`config.mk`:
```
export PLATFORM = sky130hd
export DESIGN_NAME = upload_capture
export DESIGN_NICKNAME = d
export VERILOG_FILES = /design/src/rtl/upl_pkg.sv /design/src/rtl/upl_fifo.sv /design/src/rtl/upl_payload.sv /design/src/rtl/upload_capture.sv
export SDC_FILE = /design/constraint.sdc
export NUM_CORES = 2
export LEC_CHECK = 0
export BUFFER_PORTS_ARGS = -buffer_cell sky130_fd_sc_hd__buf_2
export CAP_MARGIN = 20
export CORE_UTILIZATION = 55
export CTS_CLUSTER_DIAMETER = 120
export DETAILED_ROUTE_END_ITERATION = 7
export PLACE_DENSITY = 0.71
export SETUP_SLACK_MARGIN = 0.5
export SKIP_CTS_REPAIR_TIMING = 1
export SLEW_MARGIN = 20
export SYNTH_ARGS = -nofsm -noshare
export SYNTH_HDL_FRONTEND = slang
export SYNTH_SLANG_ARGS = --single-unit
```
`constraint.sdc`:
```
create_clock -name clk_i -period 4.8 [get_ports clk_i]
set_input_delay 0.48 -clock clk_i [delete_from_list [all_inputs] [get_ports clk_i]]
set_output_delay 0.48 -clock clk_i [all_outputs]
set_load 0.02 [all_outputs]
```
`src/rtl/upl_pkg.sv`:
```
package upl_pkg;
  typedef enum logic [1:0] {
    PH_OP   = 2'd0,
    PH_ADDR = 2'd1,
    PH_DATA = 2'd2,
    PH_SKIP = 2'd3
  } phase_e;
endpackage : upl_pkg

```
`src/rtl/upl_fifo.sv`:
```
module upl_fifo #(
  parameter int unsigned W     = 8,
  parameter int unsigned DEPTH = 4,
  localparam int unsigned PW   = $clog2(DEPTH),
  localparam int unsigned CW   = $clog2(DEPTH + 1)
) (
  input  logic          clk_i,
  input  logic          rst_ni,
  input  logic          push_i,
  input  logic [W-1:0]  push_data_i,
  output logic          pop_valid_o,
  input  logic          pop_ready_i,
  output logic [W-1:0]  pop_data_o,
  output logic [CW-1:0] count_o,
  output logic          full_o
);
  logic [W-1:0]  store [DEPTH];
  logic [PW-1:0] rptr, wptr;
  logic [CW-1:0] cnt;
  logic          pop;

  assign pop         = pop_valid_o && pop_ready_i;
  assign pop_valid_o = (cnt != '0);
  assign pop_data_o  = store[rptr];
  assign count_o     = cnt;
  assign full_o      = (cnt == CW'(DEPTH));

  function automatic logic [PW-1:0] nxt(input logic [PW-1:0] p);
    return (p == PW'(DEPTH - 1)) ? '0 : p + 1'b1;
  endfunction

  always_ff @(posedge clk_i or negedge rst_ni) begin
    if (!rst_ni) begin
      rptr <= '0;
      wptr <= '0;
      cnt  <= '0;
    end else begin
      if (push_i) wptr <= nxt(wptr);
      if (pop)    rptr <= nxt(rptr);
      if (push_i && !pop)      cnt <= cnt + 1'b1;
      else if (pop && !push_i) cnt <= cnt - 1'b1;
    end
  end

  always_ff @(posedge clk_i) begin
    if (push_i) store[wptr] <= push_data_i;
  end
endmodule : upl_fifo

```
`src/rtl/upl_payload.sv`:
```
module upl_payload #(
  parameter int unsigned PL_BYTES   = 256,
  parameter int unsigned WORD_BYTES = 4,
  localparam int unsigned PL_WORDS  = PL_BYTES / WORD_BYTES,
  localparam int unsigned WAW       = $clog2(PL_WORDS),
  localparam int unsigned BIW       = $clog2(PL_BYTES),
  localparam int unsigned OFFW      = $clog2(WORD_BYTES),
  localparam int unsigned DEPW      = $clog2(PL_BYTES + 1),
  localparam int unsigned DW        = 8 * WORD_BYTES
) (
  input  logic            clk_i,
  input  logic            rst_ni,
  input  logic            clear_i,
  input  logic            wr_valid_i,
  input  logic [7:0]      wr_byte_i,
  input  logic [WAW-1:0]  rd_addr_i,
  output logic [DW-1:0]   rd_data_o,
  output logic [DEPW-1:0] depth_o,
  output logic [BIW-1:0]  start_o,
  output logic            overflow_o
);
  logic [DW-1:0]         mem [PL_WORDS];
  logic [BIW-1:0]        wptr;
  logic [DEPW-1:0]       depth;
  logic                  ovf;
  logic [WORD_BYTES-1:0] strb;
  logic [WAW-1:0]        widx;

  assign widx = wptr[BIW-1:OFFW];

  always_comb begin
    strb = '0;
    if (wr_valid_i) strb[wptr[OFFW-1:0]] = 1'b1;
  end

  always_ff @(posedge clk_i or negedge rst_ni) begin
    if (!rst_ni) begin
      wptr  <= '0;
      depth <= '0;
      ovf   <= 1'b0;
    end else if (clear_i) begin
      wptr  <= '0;
      depth <= '0;
      ovf   <= 1'b0;
    end else if (wr_valid_i) begin
      wptr <= wptr + 1'b1;
      if (depth == DEPW'(PL_BYTES)) ovf <= 1'b1;
      else                          depth <= depth + 1'b1;
    end
  end

  always_ff @(posedge clk_i) begin
    for (int l = 0; l < WORD_BYTES; l++) begin
      if (strb[l]) mem[widx][8*l +: 8] <= wr_byte_i;
    end
    rd_data_o <= mem[rd_addr_i];
  end

  assign depth_o    = depth;
  assign overflow_o = ovf;
  assign start_o    = ovf ? wptr : '0;
endmodule : upl_payload

```
`src/rtl/upload_capture.sv`:
```
module upload_capture #(
  parameter logic [7:0]  UPLOAD_OP  = 8'h02,
  parameter int unsigned CMD_DEPTH  = 4,
  parameter int unsigned ADDR_DEPTH = 4,
  parameter int unsigned PL_BYTES   = 256,
  parameter int unsigned WORD_BYTES = 4
) (
  input  logic                                    clk_i,
  input  logic                                    rst_ni,
  input  logic                                    cs_active_i,
  input  logic                                    addr4b_en_i,
  input  logic                                    in_valid_i,
  output logic                                    in_ready_o,
  input  logic [7:0]                              in_data_i,
  output logic                                    cmd_valid_o,
  input  logic                                    cmd_ready_i,
  output logic [7:0]                              cmd_data_o,
  output logic [$clog2(CMD_DEPTH+1)-1:0]          cmd_count_o,
  output logic                                    addr_valid_o,
  input  logic                                    addr_ready_i,
  output logic [31:0]                             addr_data_o,
  output logic [$clog2(ADDR_DEPTH+1)-1:0]         addr_count_o,
  input  logic [$clog2(PL_BYTES/WORD_BYTES)-1:0]  pl_rd_addr_i,
  output logic [8*WORD_BYTES-1:0]                 pl_rd_data_o,
  output logic [$clog2(PL_BYTES+1)-1:0]           pl_depth_o,
  output logic [$clog2(PL_BYTES)-1:0]             pl_start_o,
  output logic                                    pl_overflow_o
);
  import upl_pkg::*;

  phase_e      st;
  logic [2:0]  addr_left;
  logic [31:0] addr_sh;
  logic        cmd_full, addr_full;
  logic        accept, cmd_push, addr_push, pl_write;

  assign in_ready_o = cs_active_i && ((st != PH_OP) || (!cmd_full && !addr_full));
  assign accept     = in_valid_i && in_ready_o;
  assign cmd_push   = accept && (st == PH_OP) && (in_data_i == UPLOAD_OP);
  assign addr_push  = accept && (st == PH_ADDR) && (addr_left == 3'd1);
  assign pl_write   = accept && (st == PH_DATA);

  always_ff @(posedge clk_i or negedge rst_ni) begin
    if (!rst_ni) begin
      st        <= PH_OP;
      addr_left <= '0;
      addr_sh   <= '0;
    end else if (!cs_active_i) begin
      st <= PH_OP;
    end else if (accept) begin
      unique case (st)
        PH_OP: begin
          if (in_data_i == UPLOAD_OP) begin
            st        <= PH_ADDR;
            addr_left <= addr4b_en_i ? 3'd4 : 3'd3;
            addr_sh   <= '0;
          end else begin
            st <= PH_SKIP;
          end
        end
        PH_ADDR: begin
          addr_sh   <= {addr_sh[23:0], in_data_i};
          addr_left <= addr_left - 1'b1;
          if (addr_left == 3'd1) st <= PH_DATA;
        end
        default: st <= st;
      endcase
    end
  end

  upl_fifo #(.W(8), .DEPTH(CMD_DEPTH)) u_cmd_fifo (
    .clk_i       (clk_i),
    .rst_ni      (rst_ni),
    .push_i      (cmd_push),
    .push_data_i (in_data_i),
    .pop_valid_o (cmd_valid_o),
    .pop_ready_i (cmd_ready_i),
    .pop_data_o  (cmd_data_o),
    .count_o     (cmd_count_o),
    .full_o      (cmd_full)
  );

  upl_fifo #(.W(32), .DEPTH(ADDR_DEPTH)) u_addr_fifo (
    .clk_i       (clk_i),
    .rst_ni      (rst_ni),
    .push_i      (addr_push),
    .push_data_i ({addr_sh[23:0], in_data_i}),
    .pop_valid_o (addr_valid_o),
    .pop_ready_i (addr_ready_i),
    .pop_data_o  (addr_data_o),
    .count_o     (addr_count_o),
    .full_o      (addr_full)
  );

  upl_payload #(.PL_BYTES(PL_BYTES), .WORD_BYTES(WORD_BYTES)) u_payload (
    .clk_i      (clk_i),
    .rst_ni     (rst_ni),
    .clear_i    (cmd_push),
    .wr_valid_i (pl_write),
    .wr_byte_i  (in_data_i),
    .rd_addr_i  (pl_rd_addr_i),
    .rd_data_o  (pl_rd_data_o),
    .depth_o    (pl_depth_o),
    .start_o    (pl_start_o),
    .overflow_o (pl_overflow_o)
  );
endmodule : upload_capture

```
# --- Word-level counts from Yosys, hierarchy flattened ---
# Memory sizes are Yosys's and may differ from the RTL's. A register that Yosys moved wholly into a read port is not among the register bits.
# Cells that the tools add are included.
totals:
  register_bits: 61
  latchBits: 0
  ram_bits: 2208
  romBits: 0
  input_bits: 21
  out_inout_bits: 99
  word_cells: 121
  n_memories: 3
classes:
  addsub: 11
  mul: 0
  div: 0
  magnitude_cmp: 2
  eq_ne: 16
  n_shift: 0
  n_mux: 42
  n_bitwise: 0
  reduce_logical: 35
mem_list:
  columns: ["name", "depth", "word_bits", "read_ports", "rd_clocked_by_memory_dff", "write_ports", "line_no", "rtl"]
  rows:
  - ["u_payload.mem", 64, 32, 1, 1, 1, "upl_payload.sv:22", "logic [DW-1:0] mem [PL_WORDS];"]
  - ["u_addr_fifo.store", 4, 32, 1, 0, 1, "upl_fifo.sv:17", "logic [W-1:0] store [DEPTH];"]
  - ["u_cmd_fifo.store", 4, 8, 1, 0, 1, "upl_fifo.sv:17", null]
op_table:
  columns: ["op", "n"]
  rows:
  - ["$pmux W24 S2", 1]
  - ["$mux W9", 3]
  - ["$mux W24", 1]
  - ["$mux W8", 3]
  - ["$mux W3", 6]
  - ["$mux W1", 16]
  - ["$mux W2", 8]
  - ["$logic_and A1 B1 Y1", 15]
  - ["$reduce_bool A2 Y1", 6]
  - ["$eq A2 B2 Y1 const B", 5]
  - ["$add A9 B1 Y9 const B", 1]
  - ["$eq A9 B9 Y1 const B", 1]
  - ["$sub A3 B1 Y3 const B", 3]
  - ["$add A2 B1 Y2 const B", 4]
  - ["$add A8 B1 Y8 const B", 1]
  - ["$eq A8 B2 Y1 const B", 1]
  - ["$add A3 B1 Y3 const B", 2]
  - ["$eq A3 B3 Y1 const B", 2]
  - ["$logic_not A1 Y1", 6]
  - ["$pmux W3 S2", 1]
  - ["$reduce_bool A3 Y1", 2]
  - ["$mux W4", 1]
  - ["$ne A2 B1 Y1 const B", 2]
  - ["$pmux W2 S2", 1]
  - ["other kinds (13)", 14]

# --- Logic depth before layout (Yosys ltp) ---
logic_depth:
  depth_word: 12
  mapped_depth: 11
  depth_no_buf: 9

# --- By module ---
# From an unflattened synthesis, not the netlist that was laid out.
unflattened:
  cells_unflattened: 4192
  hier_area_um2: 88806.4
by_module_without_submodules:
  columns: ["module", "n_inst", "cells_each", "area_per_inst_um2", "seq_area_each_um2"]
  rows:
  - ["upl_payload", 1, 3808, 80891.3, 62590.0]
  - ["upl_fifo at u_addr_fifo", 1, 205, 5089.9, 4018.9]
  - ["upl_fifo at u_cmd_fifo", 1, 79, 1582.8, 1136.1]
  - ["upload_capture", 1, 100, 1242.4, 725.7]

# --- Least setup slack after synthesis ---
# No wires, ideal clock.
synth_path:
  kind: "input to register"
  from: "input port in_data_i[2]"
  to: "register u_cmd_fifo.cnt[2] (netlist: u_cmd_fifo.count_o[2])"
  setup_ns: 0.080
  arrival_time_ns: 2.680
  required_ns: 4.720
  setup_slack_ns: 2.040
  path_stages: 10
  path_buffers: 1
  cell_sequence: "nor4b_1 > nand3_1 > nor3_1 > clkbuf_1 > ha_1 > inv_1 > fa_1 > xor2_1 > nor2_1 > xor2_1"
synth_via:
  elab_chain_cells: 5
  word_cells_on_any_way: 7
  classes_between: "eq/ne: 1; mux: 1; reduce/logical: 5"
synth_lines:
  columns: ["element", "line_no", "rtl"]
  rows:
  - ["start, declared", "upload_capture.sv:14", "input logic [7:0] in_data_i,"]
  - ["$eq A8 B2 Y1 (*)", "upload_capture.sv:39", "assign cmd_push = accept && (st == PH_OP) && (in_data_i == UPLOAD_OP);"]
  - ["$logic_and A1 B1 Y1 (*)", "upload_capture.sv:39", null]
  - ["$logic_not A1 Y1", "upl_fifo.sv:41", "else if (pop && !push_i) cnt <= cnt - 1'b1;"]
  - ["$logic_and A1 B1 Y1", "upl_fifo.sv:41", null]
  - ["$reduce_bool A2 Y1 (no source line)", null, null]
  - ["end signal, assigned", "upl_fifo.sv:40", "if (push_i && !pop) cnt <= cnt + 1'b1;"]
  - ["end signal, assigned", "upl_fifo.sv:41", null]
  - ["end, declared", "upl_fifo.sv:19", "logic [CW-1:0] cnt;"]
# Mark *: on every way between the ends. The rest lies on a longest branch, timed or not.
# A chain may end at the register's enable or synchronous reset.

# --- Worst setup path after layout ---
layout_path:
  from: "register u_payload.wptr[2]"
  to: "memory u_payload.mem[17][22] (netlist name) (enable)"
layout_rtl:
  columns: ["element", "line_no", "rtl"]
  rows:
  - ["start, declared", "upl_payload.sv:23", "logic [BIW-1:0] wptr;"]
  - ["start signal, assigned", "upl_payload.sv:46", "wptr <= wptr + 1'b1;"]
  - ["end, declared", "upl_payload.sv:22", null]
# Straight into the memory's write port.

==> results.md <==
- The number of instances in the synthesized netlist is 4,289.
- The synthesis-to-finish area growth is 11.6%.
- The fraction of synthesized cell area taken by the top area cell type is 74.8%.
- The quantity of I/O buffers inserted on ports is 119.
- The required time at the endpoint of the critical path is 5250 ps.
- After clock tree synthesis, the clock-pin slew on the worst setup and hold paths is 60 ps.
- The number of H-tree levels is 4.
- The die covers 163,000 µm².
- The count of cell types in the netlist is 59.
- In this design, the stage delay of the slowest critical-path cell is 920 ps.
- In this run, the number of DRC markers left after iteration 0 of detailed routing was 6,181.
- The via count of the first global-routing pass is 43,469.
- The power density relative to cell area is 433 nW/µm².
- The final routed DRC violation total is 0.
- At the end of routability-driven placement, the weighted congestion stood at 0.898.
- STA classifies the critical path endpoint as a register.
- The flip-flop and latch count after synthesis is 2,301.
- The final layout net count is 4,555.
- The run finished with clean final reports.
- The most instantiated flip-flop cell in the synthesis netlist is edfxtp_1.
- The number of buffers inserted during clock tree synthesis is 216.
- The wire length of the first global-routing pass is 314 mm.
- The region available for standard cell placement spans 159,000 µm².
- The synthesized design contains 2,208 enable-type register cells.
- The mean area per synthesized cell is 20.7 µm².
- The remaining number of nets flagged by the antenna check after routing is 0.
- The count of boundary I/O pins is 120.
- The final count of hold timing violations was 0.
- The total number of placement rows is 146.
- Among all cell types in the netlist, the one instantiated most often is edfxtp_1.
- The layout cell share with drive strength beyond 1 is 24.1%.
- The number of pins with negative max-slew slack in the final report is 0.
- The count of cells in the finished layout, fillers not included, comes to 6,854.
- Setup repair after global routing left no endpoint under its margin.
- The clock insertion delay at the later pin of the skew report is 850 ps.
- The detailed-route wire length per cell is 32.0 µm.
- The min-delay analysis places its worst path in the category primary input to register.
- The smallest clock period supported by the final layout is computed as 3520 ps.
- Walking the worst path, the cells encountered are nor3b_2, nand2_1, nor2_1.
- The post-detailed-placement half-perimeter wirelength is 137 mm.
- The worst slack at placement is 1130 ps.
- The number of sinks on the clock net is 2,301.
- The sum of overflow across all layers after global routing is 0.
- The placed instance count is 6,437.
- TritonCTS built the clock tree.
- At the pin with the least slew margin, the transition time is 1280 ps.
- In the routed layout, each cell is associated on average with a via count of 6.51.
- The number of warnings issued by yosys is 0.
- The total vias in the final route is 44,588.
- In the post-route analysis, the smallest setup slack over all paths is 1280 ps.
- The analysis attributes to cell leakage a power of 31.4 nW.
- Measured against its own limit, the worst slew margin works out to 13.6%.
- The initial antenna violation count is 13.
- For this configuration, the core starts out at a cell density of 55.7%.
- The async set-or-reset flop fraction in the synthesized netlist is 2.65%.
- The peak fanout along the critical path is 11.
- The die extent in x is 403 µm.
- The type of origin of the critical path is a register.
- The overall die height is 403 µm.
- By area the synthesized netlist is led by edfxtp_1, mux4_2, dfrtp_1.
- Max-cap violations in this run came to 0.
- The total nets after synthesis is 4,332.
- Global routing used 27.2% of the available tracks.
- For this block, the routed nets add up to 219 mm of wire.
- Of all cell types, the one taking the most synthesized area is edfxtp_1.
- The first detailed-routing pass ran for 6 iterations.
- On the critical path, the stage with the largest delay is an instance of nor3b_2.
- The netlist area before placement is 88,600 µm².
- On the final layout, the worst clock skew is 27.0 ps.
- The largest vdd supply drop is 0.474 mV.
- The clock root buffer is clkbuf_16.
- The achievable frequency is 284 MHz.
- The accumulated negative setup slack is 0 ps.
- For this run, the register share of the synthesized area comes to 77.3%.
- The number of setup violations in the final report is 0.
- In the synthesized netlist, the cells that appear most often are edfxtp_1, mux4_2, nor2_1.
- Entering global routing, the biggest net connects 205 pins.
- Data on the critical path arrives at its endpoint at 3970 ps.
- The maximum buffer depth of the clock tree is 3.
- After layout, the worst path uses 73.4% of the clock period.
- By startpoint and endpoint, the worst setup path is classified as register to register.
==> critical path: cells and delay by family, from the launching register on <==
family	cells	cell delay [ps]
DFF	1	630
and+or+nand+nor	3	2480
==> path summary, 6_finish.rpt <==
kind / from / to / slack (ps) / cells after the start
max: u_payload.wptr[2]$_DFFE_PN0P_ / u_payload.mem[17][22]$_DFFE_PP_ / 1280 / 3
max reg2reg: u_payload.wptr[2]$_DFFE_PN0P_ / u_payload.mem[17][22]$_DFFE_PP_ / 1280 / 3
max in group asynchronous: rst_ni / u_addr_fifo.rptr[0]$_DFFE_PN0P_ / 3880 / 3
min in group asynchronous: rst_ni / u_addr_fifo.count_o[0]$_DFFE_PN0P_ / 360 / 3
min: addr_ready_i / u_addr_fifo.rptr[0]$_DFFE_PN0P_ / 20 / 3
min reg2reg: addr_left[2]$_DFFE_PN0P_ / addr_left[2]$_DFFE_PN0P_ / 500 / 1
==> registers in the layout, summed over array words and instances (netlist names) <==
name	count
u_cmd_fifo.count_o	3
u_cmd_fifo.store	32
u_payload.overflow_o	1
addr_sh	24
u_payload.wptr	8
st	2
u_addr_fifo.wptr	2
u_cmd_fifo.rptr	2
addr_left	3
u_cmd_fifo.wptr	2
u_addr_fifo.rptr	2
u_payload.rd_data_o	32
u_addr_fifo.store	128
u_payload.mem	2048
u_addr_fifo.count_o	3
u_payload.depth_o	9
==> per-stage QoR <==
stage / utilization [%] / hold slack (ps) / cell area [µm²] / power [mW]
2_1_floorplan: - / 184 / 88600 / 25.1
3_3_place_gp: 57.8 / 474 / 92000 / 26.5
3_5_place_dp: 57.8 / 483 / 92000 / 26.6
4_1_cts: 62.2 / -210 / 98900 / 43.0
5_1_grt: 62.2 / 13.9 / 98900 / 44.0
6_report: 62.2 / 22.4 / 98900 / 42.9
==> power breakdown <==
part	internal (mW)	switching, mW	leakage [nW]
Combinational	1.28	2.16	7.10
Sequential	22.3	0.416	20.9
Clock	9.33	7.36	3.38
==> layout make-up <==
| type | count | area (µm²) |
|---|---|---|
| clock inverters | 122 | 1090 |
| clock buffers | 287 | 5810 |
| diodes | 5 | 12.5 |
| repair buffers | 248 | 1900 |
| multi-input cells | 1728 | 18900 |
| well taps | 2146 | 2690 |
| fillers | 10713 | 60200 |
| inverters | 17 | 63.8 |
| flip-flops and latches | 2301 | 68500 |
==> kinds of logic (layout without fill, tap and decap cells) <==
kind of cell / count (synthesis) / after routing / synth area share, %
fa+ha+maj: 22 / 22 / 0.328
xor+xnor: 19 / 19 / 0.188
buf+inv: 260 / 674 / 1.51
mux: 693 / 693 / 15.1
compound gates: 346 / 346 / 2.48
flops: 2301 / 2301 / 77.3
other cells: 0 / 5 / 0
simple gates: 648 / 648 / 3.18
==> metal layers <==
metal | up-vias | GRT usage (%) | part of all wire, %
li1 | 18082 | - | -
met1 | 23317 | 39.6 | 39
met2 | 2778 | 40.7 | 46
met3 | 403 | 6.85 | 12
met4 | 8 | 9.12 | 3.4
met5 | - | 0 | 0.071
==> cells in the final DEF, fill, tap and decap left out, types with 12 or more instances in the layout <==
| master | n |
|---|---|
| bufinv_16 | 15 |
| clkbuf_8 | 15 |
| mux2_2 | 51 |
| buf_2 | 107 |
| buf_4 | 109 |
| nand2b_1 | 13 |
| nor2_1 | 332 |
| o22ai_1 | 128 |
| ha_1 | 20 |
| nor2b_1 | 13 |
| xor2_1 | 12 |
| clkinv_1 | 48 |
| dfrtp_1 | 60 |
| clkinv_2 | 41 |
| mux2i_1 | 135 |
| nor4_1 | 21 |
| mux4_2 | 507 |
| and2_1 | 17 |
| inv_1 | 16 |
| clkbuf_16 | 219 |
| clkbuf_1 | 61 |
| a211oi_1 | 14 |
| nand2_1 | 150 |
| edfxtp_1 | 2208 |
| buf_12 | 18 |
| a22oi_1 | 20 |
| a21oi_1 | 49 |
| o21ai_0 | 67 |
| dfxtp_1 | 32 |
| nor3_1 | 27 |
Note: power is estimated with default switching activity, not from simulation.
